`src/rtl/cfg_port_decoder.sv`:
```
module cfg_port_decoder #(
  parameter logic [15:0] ADDR_PORT = 16'hCF8,
  parameter logic [15:0] DATA_PORT = 16'hCFC
) (
  input  logic         clk,
  input  logic         rst,
  input  logic         io_req,
  input  logic         io_wr,
  input  logic [15:0]  io_addr,
  input  logic [1:0]   io_size,
  input  logic [31:0]  io_wdata,
  output logic [31:0]  io_rdata,
  output logic         io_rvalid,
  input  logic [255:0] slot_present,
  output logic         cfg_valid,
  output logic         cfg_write,
  output logic [7:0]   cfg_slot,
  output logic [7:0]   cfg_offset,
  output logic [2:0]   cfg_bytes,
  output logic [31:0]  cfg_wdata,
  input  logic [31:0]  cfg_rdata
);

  logic [31:0] addr_q;
  logic        addr_win, data_win, sel_ok, gate_ok, rd_hit;
  logic [31:0] width_ones, rdata_d;

  assign addr_win = io_req && (io_addr[15:2] == ADDR_PORT[15:2]);
  assign data_win = io_req && (io_addr[15:2] == DATA_PORT[15:2]);
  assign sel_ok   = addr_win && io_size[1] && (io_addr[1:0] == 2'b00);

  always_ff @(posedge clk) begin
    if (rst)
      addr_q <= '0;
    else if (sel_ok && io_wr)
      addr_q <= io_wdata;
  end

  assign gate_ok = addr_q[31] && (addr_q[1:0] == 2'b00) &&
                   (addr_q[23:16] == 8'h00) && slot_present[addr_q[15:8]];

  assign cfg_valid  = data_win && gate_ok;
  assign cfg_write  = io_wr;
  assign cfg_slot   = addr_q[15:8];
  assign cfg_offset = {addr_q[7:2], io_addr[1:0]};
  assign cfg_wdata  = io_wdata;

  always_comb begin
    case (io_size)
      2'd0:    begin width_ones = 32'h0000_00FF; cfg_bytes = 3'd1; end
      2'd1:    begin width_ones = 32'h0000_FFFF; cfg_bytes = 3'd2; end
      default: begin width_ones = 32'hFFFF_FFFF; cfg_bytes = 3'd4; end
    endcase
  end

  assign rd_hit  = (addr_win || data_win) && !io_wr;
  assign rdata_d = sel_ok    ? addr_q :
                   cfg_valid ? (cfg_rdata & width_ones) : width_ones;

  always_ff @(posedge clk) begin
    if (rst) begin
      io_rvalid <= 1'b0;
      io_rdata  <= '0;
    end else begin
      io_rvalid <= rd_hit;
      io_rdata  <= rd_hit ? rdata_d : '0;
    end
  end

endmodule

```
`config.mk`:
```
export PLATFORM = sky130hd
export DESIGN_NAME = cfg_port_decoder
export DESIGN_NICKNAME = d
export VERILOG_FILES = /design/src/rtl/cfg_port_decoder.sv
export SDC_FILE = /design/constraint.sdc
export NUM_CORES = 1
export LEC_CHECK = 0
export ABC_AREA = 1
export CAP_MARGIN = 20
export CORE_AREA = 8 8 160 162
export CTS_CLUSTER_DIAMETER = 60
export CTS_CLUSTER_SIZE = 28
export DETAILED_ROUTE_END_ITERATION = 8
export DIE_AREA = 0 0 168 170
export SYNTH_ARGS = -nofsm -noshare
export SYNTH_HDL_FRONTEND = slang
export SYNTH_SLANG_ARGS = --single-unit
export TNS_END_PERCENT = 20
```
`constraint.sdc`:
```
create_clock -name clk -period 2.4 [get_ports clk]
set_input_delay 0.6 -clock clk [delete_from_list [all_inputs] [get_ports clk]]
set_output_delay 0.6 -clock clk [all_outputs]
set_load 0.005 [all_outputs]
```
==> results.sh, run 1 <==
export IMPL_power_leakage_nw=5.13
export IMPL_drt_wirelength_per_cell_um=20.3
export IMPL_clk_pin_slew_worst_paths_ns=0.06
export IMPL_grt_pass1_vias=8701
export IMPL_violations="setup timing"
export IMPL_grt_ovfl_total=0
export IMPL_htreeDepth=3
export IMPL_grt_busiest_layer="met2"
export IMPL_use_met1_pct=24.9
export IMPL_hp_class="reg -> reg"
export IMPL_critPathArrivalTime_ns=2.21
export IMPL_cts_tree="yes"
export IMPL_drv_slew=0
export IMPL_use_met3_pct=6.81
export IMPL_yosysWarnings=0
export IMPL_clk_latency_ns=0.32
export IMPL_synthCells=1016
export IMPL_post_dp_hpwl_um=26700
export IMPL_wl_um=35200
export IMPL_setup_viol=1
export IMPL_cts_buffers=9
export IMPL_finalSetupTns_ns=-0.406
export IMPL_final_hold_viol_count=0
export IMPL_path_max_fanout=7
export IMPL_fp_row_count=56
export IMPL_layout_setup_ws_ns=-0.406
export IMPL_rsz0062_at_grt="yes"
export IMPL_post_route_util_pct=53.1
export IMPL_fin_crit_sh_pct=117
export IMPL_gp_congestion=0.880
export IMPL_ys_seq_area_share_pct=22.7
export IMPL_netlist_area_sq_um=5740
export IMPL_startpoint_type="flop"
export IMPL_finalCriticalPeriod_ns=2.81
export IMPL_async_flop_share_pct=0
export IMPL_dieArea_sq_um=28600
export IMPL_layout_commonest_cell="clkdlybuf4s50_1"
export IMPL_fillers=2251
export IMPL_fin_nets=1776
export IMPL_drc=0
export IMPL_cp_data_required_time_ns=1.80
export IMPL_synthToLayoutAreaGrowth_pct=113
export IMPL_cts_buffer_depth=2
export IMPL_final_cell_mix="clkdlybuf4s50_1, nand2_1, nand3_2, nand3_1, nor3_1"
export IMPL_skew_ns=0.0101
export IMPL_yosys_register_bits=65
export IMPL_die_w_um=168
export IMPL_avgSynthCellArea_sq_um=5.65
export IMPL_ys_types=26
export IMPL_grt_max_degree=41
export IMPL_drive_gt1_share_pct=25.2
export IMPL_critical_path_class="reg -> out"
export IMPL_drt_iter0_drc=473
export IMPL_synth_edf_count=0
export IMPL_ant_nets=0
export IMPL_track_usage_pct=22.7
export IMPL_worstMarginPinSlew_ns=0.394
export IMPL_antenna_found_initial=3
export IMPL_maxCapViolCount=0
export IMPL_cp_end_kind="output pin"
export IMPL_syn_nets=1358
export IMPL_root_buffer="clkbuf_16"
export IMPL_ir_worst_vdd_v=0.000293
export IMPL_start_util_pct=24.9
export IMPL_cts_sinks=65
export IMPL_slew_headroom_pct=73.8
export IMPL_outcome="finished with violations"
export IMPL_port_buffers=427
export IMPL_grt_pass1_wl_um=50400
export IMPL_core_area_sq_um=23100
export IMPL_drtPass1Iterations=5
export IMPL_io_pins=428
export IMPL_die_y_um=170
export IMPL_power_density_nw_per_um2=273
export IMPL_avgViaCountPerCell=4.91
export IMPL_fmax_ghz=0.356
export IMPL_ys_flop_type="dfxtp_1"
export IMPL_use_met2_pct=39.4
export IMPL_vias=8503
==> metrics by stage <==
stage / power (mW) / instances / hold slack (ns) / instance area (sq um) / worst slack [ns]
global placement: 1.97 / 1697 / 0.453 / 10500 / -0.841
floorplan: 1.31 / 1016 / 0.446 / 5740 / 0.00153
finish: 3.35 / 1732 / 0.460 / 12200 / -0.406
global route: 3.49 / 1732 / 0.484 / 12200 / -0.536
detailed placement: 1.97 / 1697 / 0.457 / 10500 / -0.861
CTS: 3.33 / 1728 / 0.464 / 11400 / -0.430
==> Yosys cell counts (2+ instances only) <==
| library cell | count | area [sq um] |
|---|---|---|
| nor4_1 | 3 | 18.8 |
| inv_2 | 2 | 7.51 |
| nor2_1 | 36 | 135 |
| nor3_1 | 66 | 330 |
| buf_4 | 59 | 443 |
| buf_1 | 4 | 15.0 |
| o21ai_1 | 8 | 40.0 |
| buf_6 | 8 | 90.1 |
| nand3_2 | 2 | 20.0 |
| inv_1 | 56 | 210 |
| a21oi_1 | 32 | 160 |
| buf_2 | 23 | 115 |
| or2_2 | 9 | 56.3 |
| clkbuf_1 | 33 | 124 |
| nand3_1 | 264 | 1320 |
| nand2_1 | 337 | 1260 |
| dfxtp_1 | 65 | 1300 |
==> sequential cells by signal, indices dropped and copies added, names as in the netlist <==
signal     flops
io_rvalid      1
addr_q        32
io_rdata      32
==> logic make-up after synthesis <==
| group | Yosys count | share of synthesized area [%] |
|---|---|---|
| simple gates | 725 | 56.2 |
| flops | 65 | 22.7 |
| buf+inv | 185 | 17.5 |
| compound gates | 41 | 3.58 |
==> path summary, 6_finish.rpt <==
| check | from | endpoint | slack [ns] | cells after the start |
|---|---|---|---|---|
| worst min register to register | addr_q[28]$_SDFFE_PP0P_ | io_rdata[28]$_SDFF_PP0_ | 0.46 | 2 |
| worst max register to register | addr_q[8]$_SDFFE_PP0P_ | io_rdata[18]$_SDFF_PP0_ | 0.06 | 17 |
| worst max-delay path | addr_q[8]$_SDFFE_PP0P_ | cfg_valid | -0.41 | 16 |
| worst min-delay path | addr_q[28]$_SDFFE_PP0P_ | io_rdata[28]$_SDFF_PP0_ | 0.46 | 2 |
==> layer usage <==
metal	share of wire, %	vias to the layer above
met4	4.4	0
met2	49	426
met3	8.7	80
li1	-	4113
met1	38	3884
met5	0	-
==> area by class of cell <==
cell class / instances / area (sq um) / area share, %
antenna: 3 / 7.51 / 0.0614
sequential: 65 / 1310 / 10.7
clock inverter: 6 / 63.8 / 0.522
timing repair buffer: 534 / 5630 / 46.0
multi-input combinational: 766 / 4400 / 35.9
tap: 290 / 363 / 2.97
clock buffer: 10 / 239 / 1.95
inverter: 58 / 230 / 1.88
==> critical path, cell delays in order, from the launching register on <==
cell	delay (ns)
dfxtp_4	0.45
clkinv_8	0.12
buf_12	0.15
buf_4	0.16
nand2_1	0.05
nand3_1	0.06
nand3_1	0.11
nand3_2	0.09
nand2_2	0.08
nand2_1	0.06
nand3_2	0.10
nand3_2	0.08
nand3_2	0.08
nand2_4	0.07
nand2_4	0.08
inv_2	0.04
buf_6	0.10
==> power breakdown <==
group | total [mW] | leakage (nW) | internal, mW | switching, mW
Clock | 1.33 | 0.153 | 0.834 | 0.494
Combinational | 0.939 | 4.45 | 0.647 | 0.292
Sequential | 1.08 | 0.525 | 1.08 | 0.00000509
Total | 3.35 | 5.13 | 2.56 | 0.786
==> what timing repair did <==
item                       CTS  global route
pin swaps                   42            80
setup endpoints to repair    6            65
setup buffers                8             3
hold buffers                 0             0
gates cloned                 7             3
resized for setup           86           182
Note: power is estimated with default switching activity, not from simulation.
==> inputs of run 2 (changes only) <==
--- a/config.mk
+++ b/config.mk
@@ -5,13 +5,12 @@
 export SDC_FILE = /design/constraint.sdc
 export NUM_CORES = 1
 export LEC_CHECK = 0
-export ABC_AREA = 1
 export CAP_MARGIN = 20
-export CORE_AREA = 8 8 160 162
+export CORE_AREA = 8 8 162 164
 export CTS_CLUSTER_DIAMETER = 60
 export CTS_CLUSTER_SIZE = 28
 export DETAILED_ROUTE_END_ITERATION = 8
-export DIE_AREA = 0 0 168 170
+export DIE_AREA = 0 0 170 172
 export SYNTH_ARGS = -nofsm -noshare
 export SYNTH_HDL_FRONTEND = slang
 export SYNTH_SLANG_ARGS = --single-unit
==> run 2 against run 1 <==
The run still ends with setup timing left; sequential share of layout area up 1.8 points; final cell count decreased by 24%; largest power group unchanged; fmax shrank 20%; non-clock buffer count is 13 lower; utilization fell by 9.0 points; combinational power shrank 13%; synthesized cell count down 46%; critical path depth fell by 7; sequential cell count stayed put; highest routed layer unchanged.
==> results.sh, run 2 <==
export IMPL_cts_sinks=65
export IMPL_async_flop_share_pct=0
export IMPL_synth_compound_area_share_pct=16.0
export IMPL_critical_path_class="in -> out"
export IMPL_syn_nets=890
export IMPL_rsz0062_at_grt="yes"
export IMPL_synthTopCellsByArea="dfxtp_1, mux4_2, buf_4"
export IMPL_drt_iter0_drc=328
export IMPL_htreeDepth=3
export IMPL_yosysWarnings=0
export IMPL_ir_worst_vdd_v=0.000292
export IMPL_yosys_area_share_simple_pct=14.3
export IMPL_outcome="finished with violations"
export IMPL_die_w_um=170
export IMPL_clk_pin_slew_worst_paths_ns=0.05
export IMPL_synth_adder_area_share_pct=0
export IMPL_port_buffers=427
export IMPL_start_util_pct=21.8
export IMPL_track_usage_pct=18.4
export IMPL_netlist_area_sq_um=5180
export IMPL_fillers=2341
export IMPL_slew_headroom_pct=67.7
export IMPL_dieArea_sq_um=29200
export IMPL_finalCriticalPeriod_ns=3.51
export IMPL_clk_latency_ns=0.34
export IMPL_ys_seq_area_share_pct=25.1
export IMPL_wl_um=27900
export IMPL_avgSynthCellArea_sq_um=9.45
export IMPL_power_frac_seq_pct=33.8
export IMPL_violations="setup timing"
export IMPL_avgViaCountPerCell=4.61
export IMPL_power_leakage_nw=3.69
export IMPL_cts_buffers=9
export IMPL_post_route_util_pct=44.0
export IMPL_vias=6053
export IMPL_layout_setup_ws_ns=-1.11
export IMPL_total_power_mw=3.18
export IMPL_hold_buffers=0
export IMPL_synth_top_cell_area_share_pct=25.1
export IMPL_ys_flop_type="dfxtp_1"
export IMPL_startpoint_type="input pin"
export IMPL_power_frac_clock_pct=40.5
export IMPL_skew_ns=0.0106
export IMPL_grt_pass1_vias=6673
export IMPL_drv_slew=0
export IMPL_grt_ovfl_total=0
export IMPL_grt_pass1_wl_um=40600
export IMPL_synthToLayoutAreaGrowth_pct=102
export IMPL_fp_row_count=57
export IMPL_stdcell_count=1312
export IMPL_final_hold_viol_count=0
export IMPL_synth_top_area_cell="dfxtp_1"
export IMPL_dp_cells=1286
export IMPL_grt_max_degree=33
export IMPL_root_buffer="clkbuf_16"
export IMPL_die_y_um=172
export IMPL_power_switching_uw=679
export IMPL_drtPass1Iterations=5
export IMPL_fin_crit_sh_pct=146
export IMPL_share_comb_of_total_power_pct=25.7
export IMPL_p_sw_share_pct=21.3
export IMPL_cts_buffer_depth=2
export IMPL_hp_class="reg -> reg"
export IMPL_final_cell_mix="clkdlybuf4s50_1, buf_4, nand2_1, dfxtp_1, mux4_2"
export IMPL_finalSetupTns_ns=-10.52
export IMPL_power_density_nw_per_um2=303
export IMPL_drc=0
export IMPL_cp_data_required_time_ns=1.80
export IMPL_largestRegisters="addr_q: 32 flops, io_rdata: 32 flops, io_rvalid: 1 flops"
export IMPL_gp_congestion=0.842
export IMPL_synth_top_family_by_area="multiplexers"
export IMPL_cp_end_kind="output pin"
export IMPL_ys_types=49
export IMPL_intPower_mw=2.50
export IMPL_path_max_fanout=2
export IMPL_synth_edf_count=0
export IMPL_maxCapViolCount=0
export IMPL_fmax_ghz=0.285
export IMPL_synth_mux_area_share_pct=31.7
export IMPL_io_pins=428
export IMPL_worstMarginPinSlew_ns=0.479
export IMPL_synthCells=548
export IMPL_fin_nets=1322
export IMPL_core_area_sq_um=23800
export IMPL_synth_xor_area_share_pct=0
export IMPL_setup_viol=33
export IMPL_drive_gt1_share_pct=20.4
export IMPL_critPathArrivalTime_ns=2.91
export IMPL_ant_nets=0
export IMPL_antenna_found_initial=3
export IMPL_cts_tree="yes"
export IMPL_yosys_register_bits=65
export IMPL_post_dp_hpwl_um=24100
export IMPL_layout_commonest_cell="clkdlybuf4s50_1"
export IMPL_ys_top_cells_by_count="nand2_1, dfxtp_1, buf_4, mux4_2, nor2_1"
export IMPL_yosysMostFrequentCell="nand2_1"
export IMPL_drt_wirelength_per_cell_um=21.3
## run 2: layout make-up
type / count / area, sq um / share of cell area [%]
diodes: 3 / 7.51 / 0.0716
clock buffers: 10 / 229 / 2.18
clock inverters: 6 / 58.8 / 0.561
inverters: 4 / 15.0 / 0.143
multi-input cells: 379 / 3320 / 31.7
flip-flops and latches: 65 / 1310 / 12.5
well taps: 324 / 405 / 3.86
repair buffers: 521 / 5140 / 49.0
## run 2: path summary, 6_finish.rpt
| check | slack (ns) | to | depth (start not counted) | start |
|---|---|---|---|---|
| worst max register to register | -0.30 | io_rdata[17]$_SDFF_PP0_ | 9 | addr_q[9]$_SDFFE_PP0P_ |
| worst min register to register | 0.45 | addr_q[24]$_SDFFE_PP0P_ | 2 | addr_q[24]$_SDFFE_PP0P_ |
| worst min-delay path | 0.45 | addr_q[24]$_SDFFE_PP0P_ | 2 | addr_q[24]$_SDFFE_PP0P_ |
| worst max-delay path | -1.11 | cfg_valid | 9 | slot_present[10] |
## run 2: what timing repair did
item                       in CTS  in global routing
setup buffers                   5                  3
resized for setup              33                 48
cloned                          0                  0
pin swaps                       6                 13
setup endpoints to repair      35                 65
## run 2: through the flow
stage | hold WS (ns) | instance area (sq um) | setup WS (ns)
floorplan | 0.432 | 5180 | -0.805
global placement | 0.440 | 10000 | -1.68
detailed placement | 0.445 | 10000 | -1.71
CTS | 0.452 | 10400 | -1.17
global route | 0.484 | 10500 | -1.18
finish | 0.452 | 10500 | -1.11
## run 2: per-layer routing
| metal | vias to the layer above | share of wire (%) | wire [um] | global-route usage (%) |
|---|---|---|---|---|
| li1 | 2876 | - | - | - |
| met1 | 2884 | 39 | 10900 | 21.1 |
| met2 | 273 | 51 | 14300 | 32.9 |
| met3 | 20 | 8.0 | 2230 | 5.53 |
| met4 | 0 | 1.7 | 482 | 4.81 |
| met5 | - | 0 | 0 | 0 |
## run 2: power groups by stage
stage / combinational, mW / sequential (mW) / clock [mW]
finish: 0.817 / 1.08 / 1.29
global route: 0.866 / 1.08 / 1.38
CTS: 0.815 / 1.08 / 1.33
detailed placement: 0.820 / 1.10 / 0
global placement: 0.812 / 1.10 / 0
floorplan: 0.170 / 1.10 / 0
## run 2: critical path, stage by stage
cell,delay [ns]
clkdlybuf4s50_1,0.42
mux4_2,0.47
mux4_2,0.47
nor2_2,0.11
a2111oi_2,0.04
o2111a_2,0.29
or2_4,0.24
and2_4,0.16
buf_6,0.11
## run 2: logic make-up after synthesis
| group | count (synthesis) |
|---|---|
| AND/OR/NAND/NOR | 163 |
| AO/OA/AOI/OAI | 127 |
| buffers and inverters | 104 |
| multiplexers | 89 |
| flip-flops | 65 |
==> inputs of run 3 (changes only) <==
--- a/config.mk
+++ b/config.mk
@@ -11,6 +11,7 @@
 export CTS_CLUSTER_SIZE = 28
 export DETAILED_ROUTE_END_ITERATION = 8
 export DIE_AREA = 0 0 170 172
+export GPL_TIMING_DRIVEN = 0
 export SYNTH_ARGS = -nofsm -noshare
 export SYNTH_HDL_FRONTEND = slang
 export SYNTH_SLANG_ARGS = --single-unit
==> run 3 against run 2 <==
The run still ends with setup timing left; clock skew fell by 0.0011 ns; combinational power increased by 6.7%; first-iteration DRC count down 4.3%; highest routed layer unchanged.
==> results.sh, run 3 (same netlist as run 2, synthesis figures left out) <==
export IMPL_hold_buffers=0
export IMPL_final_cell_mix="clkdlybuf4s50_1, buf_4, nand2_1, dfxtp_1, mux4_2"
export IMPL_intPower_mw=2.57
export IMPL_grt_pass1_wl_um=43000
export IMPL_drive_gt1_share_pct=24.8
export IMPL_rsz0062_at_grt="yes"
export IMPL_placed_area_sq_um=9850
export IMPL_post_dp_hpwl_um=25400
export IMPL_finalCriticalPeriod_ns=3.66
export IMPL_max_stage_delay_ns=0.51
export IMPL_stdcell_count=1349
export IMPL_fin_area_sq_um=10900
export IMPL_io_pins=428
export IMPL_violations="setup timing"
export IMPL_crit_chain="buf_8, mux4_2, mux4_2, a2bb2oi_2, a31o_1, o2111a_2, or2_4, and2_4, buf_6"
export IMPL_drt_wirelength_per_cell_um=22.5
export IMPL_power_frac_seq_pct=33.0
export IMPL_startpoint_type="flop"
export IMPL_power_density_nw_per_um2=299
export IMPL_cp_data_required_time_ns=1.80
export IMPL_layout_setup_ws_ns=-1.26
export IMPL_port_buffers=426
export IMPL_largestRegisters="addr_q: 32 flops, io_rdata: 32 flops, io_rvalid: 1 flops"
export IMPL_outcome="finished with violations"
export IMPL_cts_sinks=65
export IMPL_path_max_fanout=6
export IMPL_drv_slew=0
export IMPL_vias=6308
export IMPL_share_comb_of_total_power_pct=26.7
export IMPL_ant_nets=0
export IMPL_setup_viol=33
export IMPL_clk_latency_ns=0.33
export IMPL_slew_headroom_pct=54.1
export IMPL_antenna_found_initial=2
export IMPL_skew_ns=0.00956
export IMPL_clk_pin_slew_worst_paths_ns=0.06
export IMPL_cts_buffers=9
export IMPL_maxCapViolCount=0
export IMPL_critPathArrivalTime_ns=3.06
export IMPL_avgViaCountPerCell=4.68
export IMPL_critical_path_class="reg -> out"
export IMPL_critPathSlowestCell="mux4_2"
export IMPL_dieArea_sq_um=29200
export IMPL_track_usage_pct=19.8
export IMPL_cp_common_cell="mux4_2"
export IMPL_cts_tree="yes"
export IMPL_fin_nets=1360
export IMPL_hp_class="reg -> reg"
export IMPL_root_buffer="clkbuf_16"
export IMPL_power_frac_clock_pct=40.4
export IMPL_power_switching_uw=699
export IMPL_wl_um=30300
export IMPL_cts_buffer_depth=2
export IMPL_start_util_pct=21.8
export IMPL_die_w_um=170
export IMPL_power_leakage_nw=3.88
export IMPL_worstMarginPinSlew_ns=0.686
export IMPL_fp_row_count=57
export IMPL_layout_commonest_cell="clkdlybuf4s50_1"
export IMPL_grt_pass1_vias=6886
export IMPL_finalSetupTns_ns=-17.53
export IMPL_p_sw_share_pct=21.4
export IMPL_htreeDepth=3
export IMPL_critPathTopFamily="multiplexers"
export IMPL_ir_worst_vdd_v=0.000307
export IMPL_final_hold_viol_count=0
export IMPL_drt_iter0_drc=314
export IMPL_synthToLayoutAreaGrowth_pct=111
export IMPL_grt_ovfl_total=0
export IMPL_grt_max_degree=12
export IMPL_dp_cells=1298
export IMPL_gp_congestion=0.837
export IMPL_fmax_ghz=0.273
export IMPL_die_y_um=172
export IMPL_critPathBufInv=2
export IMPL_fin_crit_sh_pct=153
export IMPL_drc=0
export IMPL_post_route_util_pct=45.9
export IMPL_place_ws_ns=-1.93
export IMPL_drtPass1Iterations=5
export IMPL_cp_end_kind="output pin"
export IMPL_core_area_sq_um=23800
## run 3: stage by stage
stage | total power [mW] | hold WS, ns
after floorplan | 1.27 | 0.432
after detailed placement | 1.95 | 0.452
after CTS | 3.30 | 0.459
final | 3.27 | 0.462
after global routing | 3.41 | 0.494
after global placement | 1.95 | 0.446
## run 3: layout make-up
cell class | instances | area [sq um]
Sequential cell | 65 | 1310
Fill cell | 2367 | 12900
Tap cell | 324 | 405
Timing Repair Buffer | 464 | 4590
Inverter | 4 | 15.0
Clock buffer | 11 | 243
Antenna cell | 2 | 5.00
Clock inverter | 5 | 55.1
Buffer | 95 | 892
Multi-Input combinational cell | 379 | 3410
## run 3: worst paths after layout
path	from	slack (ns)	to	depth (start not counted)
setup reg to reg	addr_q[9]$_SDFFE_PP0P_	-0.58	io_rdata[27]$_SDFF_PP0_	11
setup / recovery	addr_q[9]$_SDFFE_PP0P_	-1.26	cfg_valid	9
hold / removal	addr_q[24]$_SDFFE_PP0P_	0.46	addr_q[24]$_SDFFE_PP0P_	2
hold reg to reg	addr_q[24]$_SDFFE_PP0P_	0.46	addr_q[24]$_SDFFE_PP0P_	2
## run 3: metal layers
metal | GRT usage (%) | part of all wire, %
met1 | 22.2 | 39
met2 | 36.3 | 52
met3 | 5.62 | 7.7
met4 | 5.19 | 1.9
met5 | 0 | 0
## run 3: power by group through the flow
stage / logic [mW] / clock network (mW) / registers (mW)
2_1_floorplan: 0.170 / 0 / 1.10
3_3_place_gp: 0.846 / 0 / 1.10
3_5_place_dp: 0.852 / 0 / 1.10
4_1_cts: 0.870 / 1.35 / 1.08
5_1_grt: 0.921 / 1.41 / 1.08
6_report: 0.872 / 1.32 / 1.08
## run 3: timing repair
action                                  4_1_cts  5_1_grt
gates resized for setup                     145       58
buffers inserted                             17       19
gates cloned                                  2        1
endpoints found under the setup margin       67       67
pin swaps                                    27       19
## run 3: tightest hold or removal path, delay by kind of cell, from the launching register on
kind | cells | cell delay, ns
AO/OA/AOI/OAI | 1 | 0.05
flip-flops | 1 | 0.31
AND/OR/NAND/NOR | 1 | 0.05
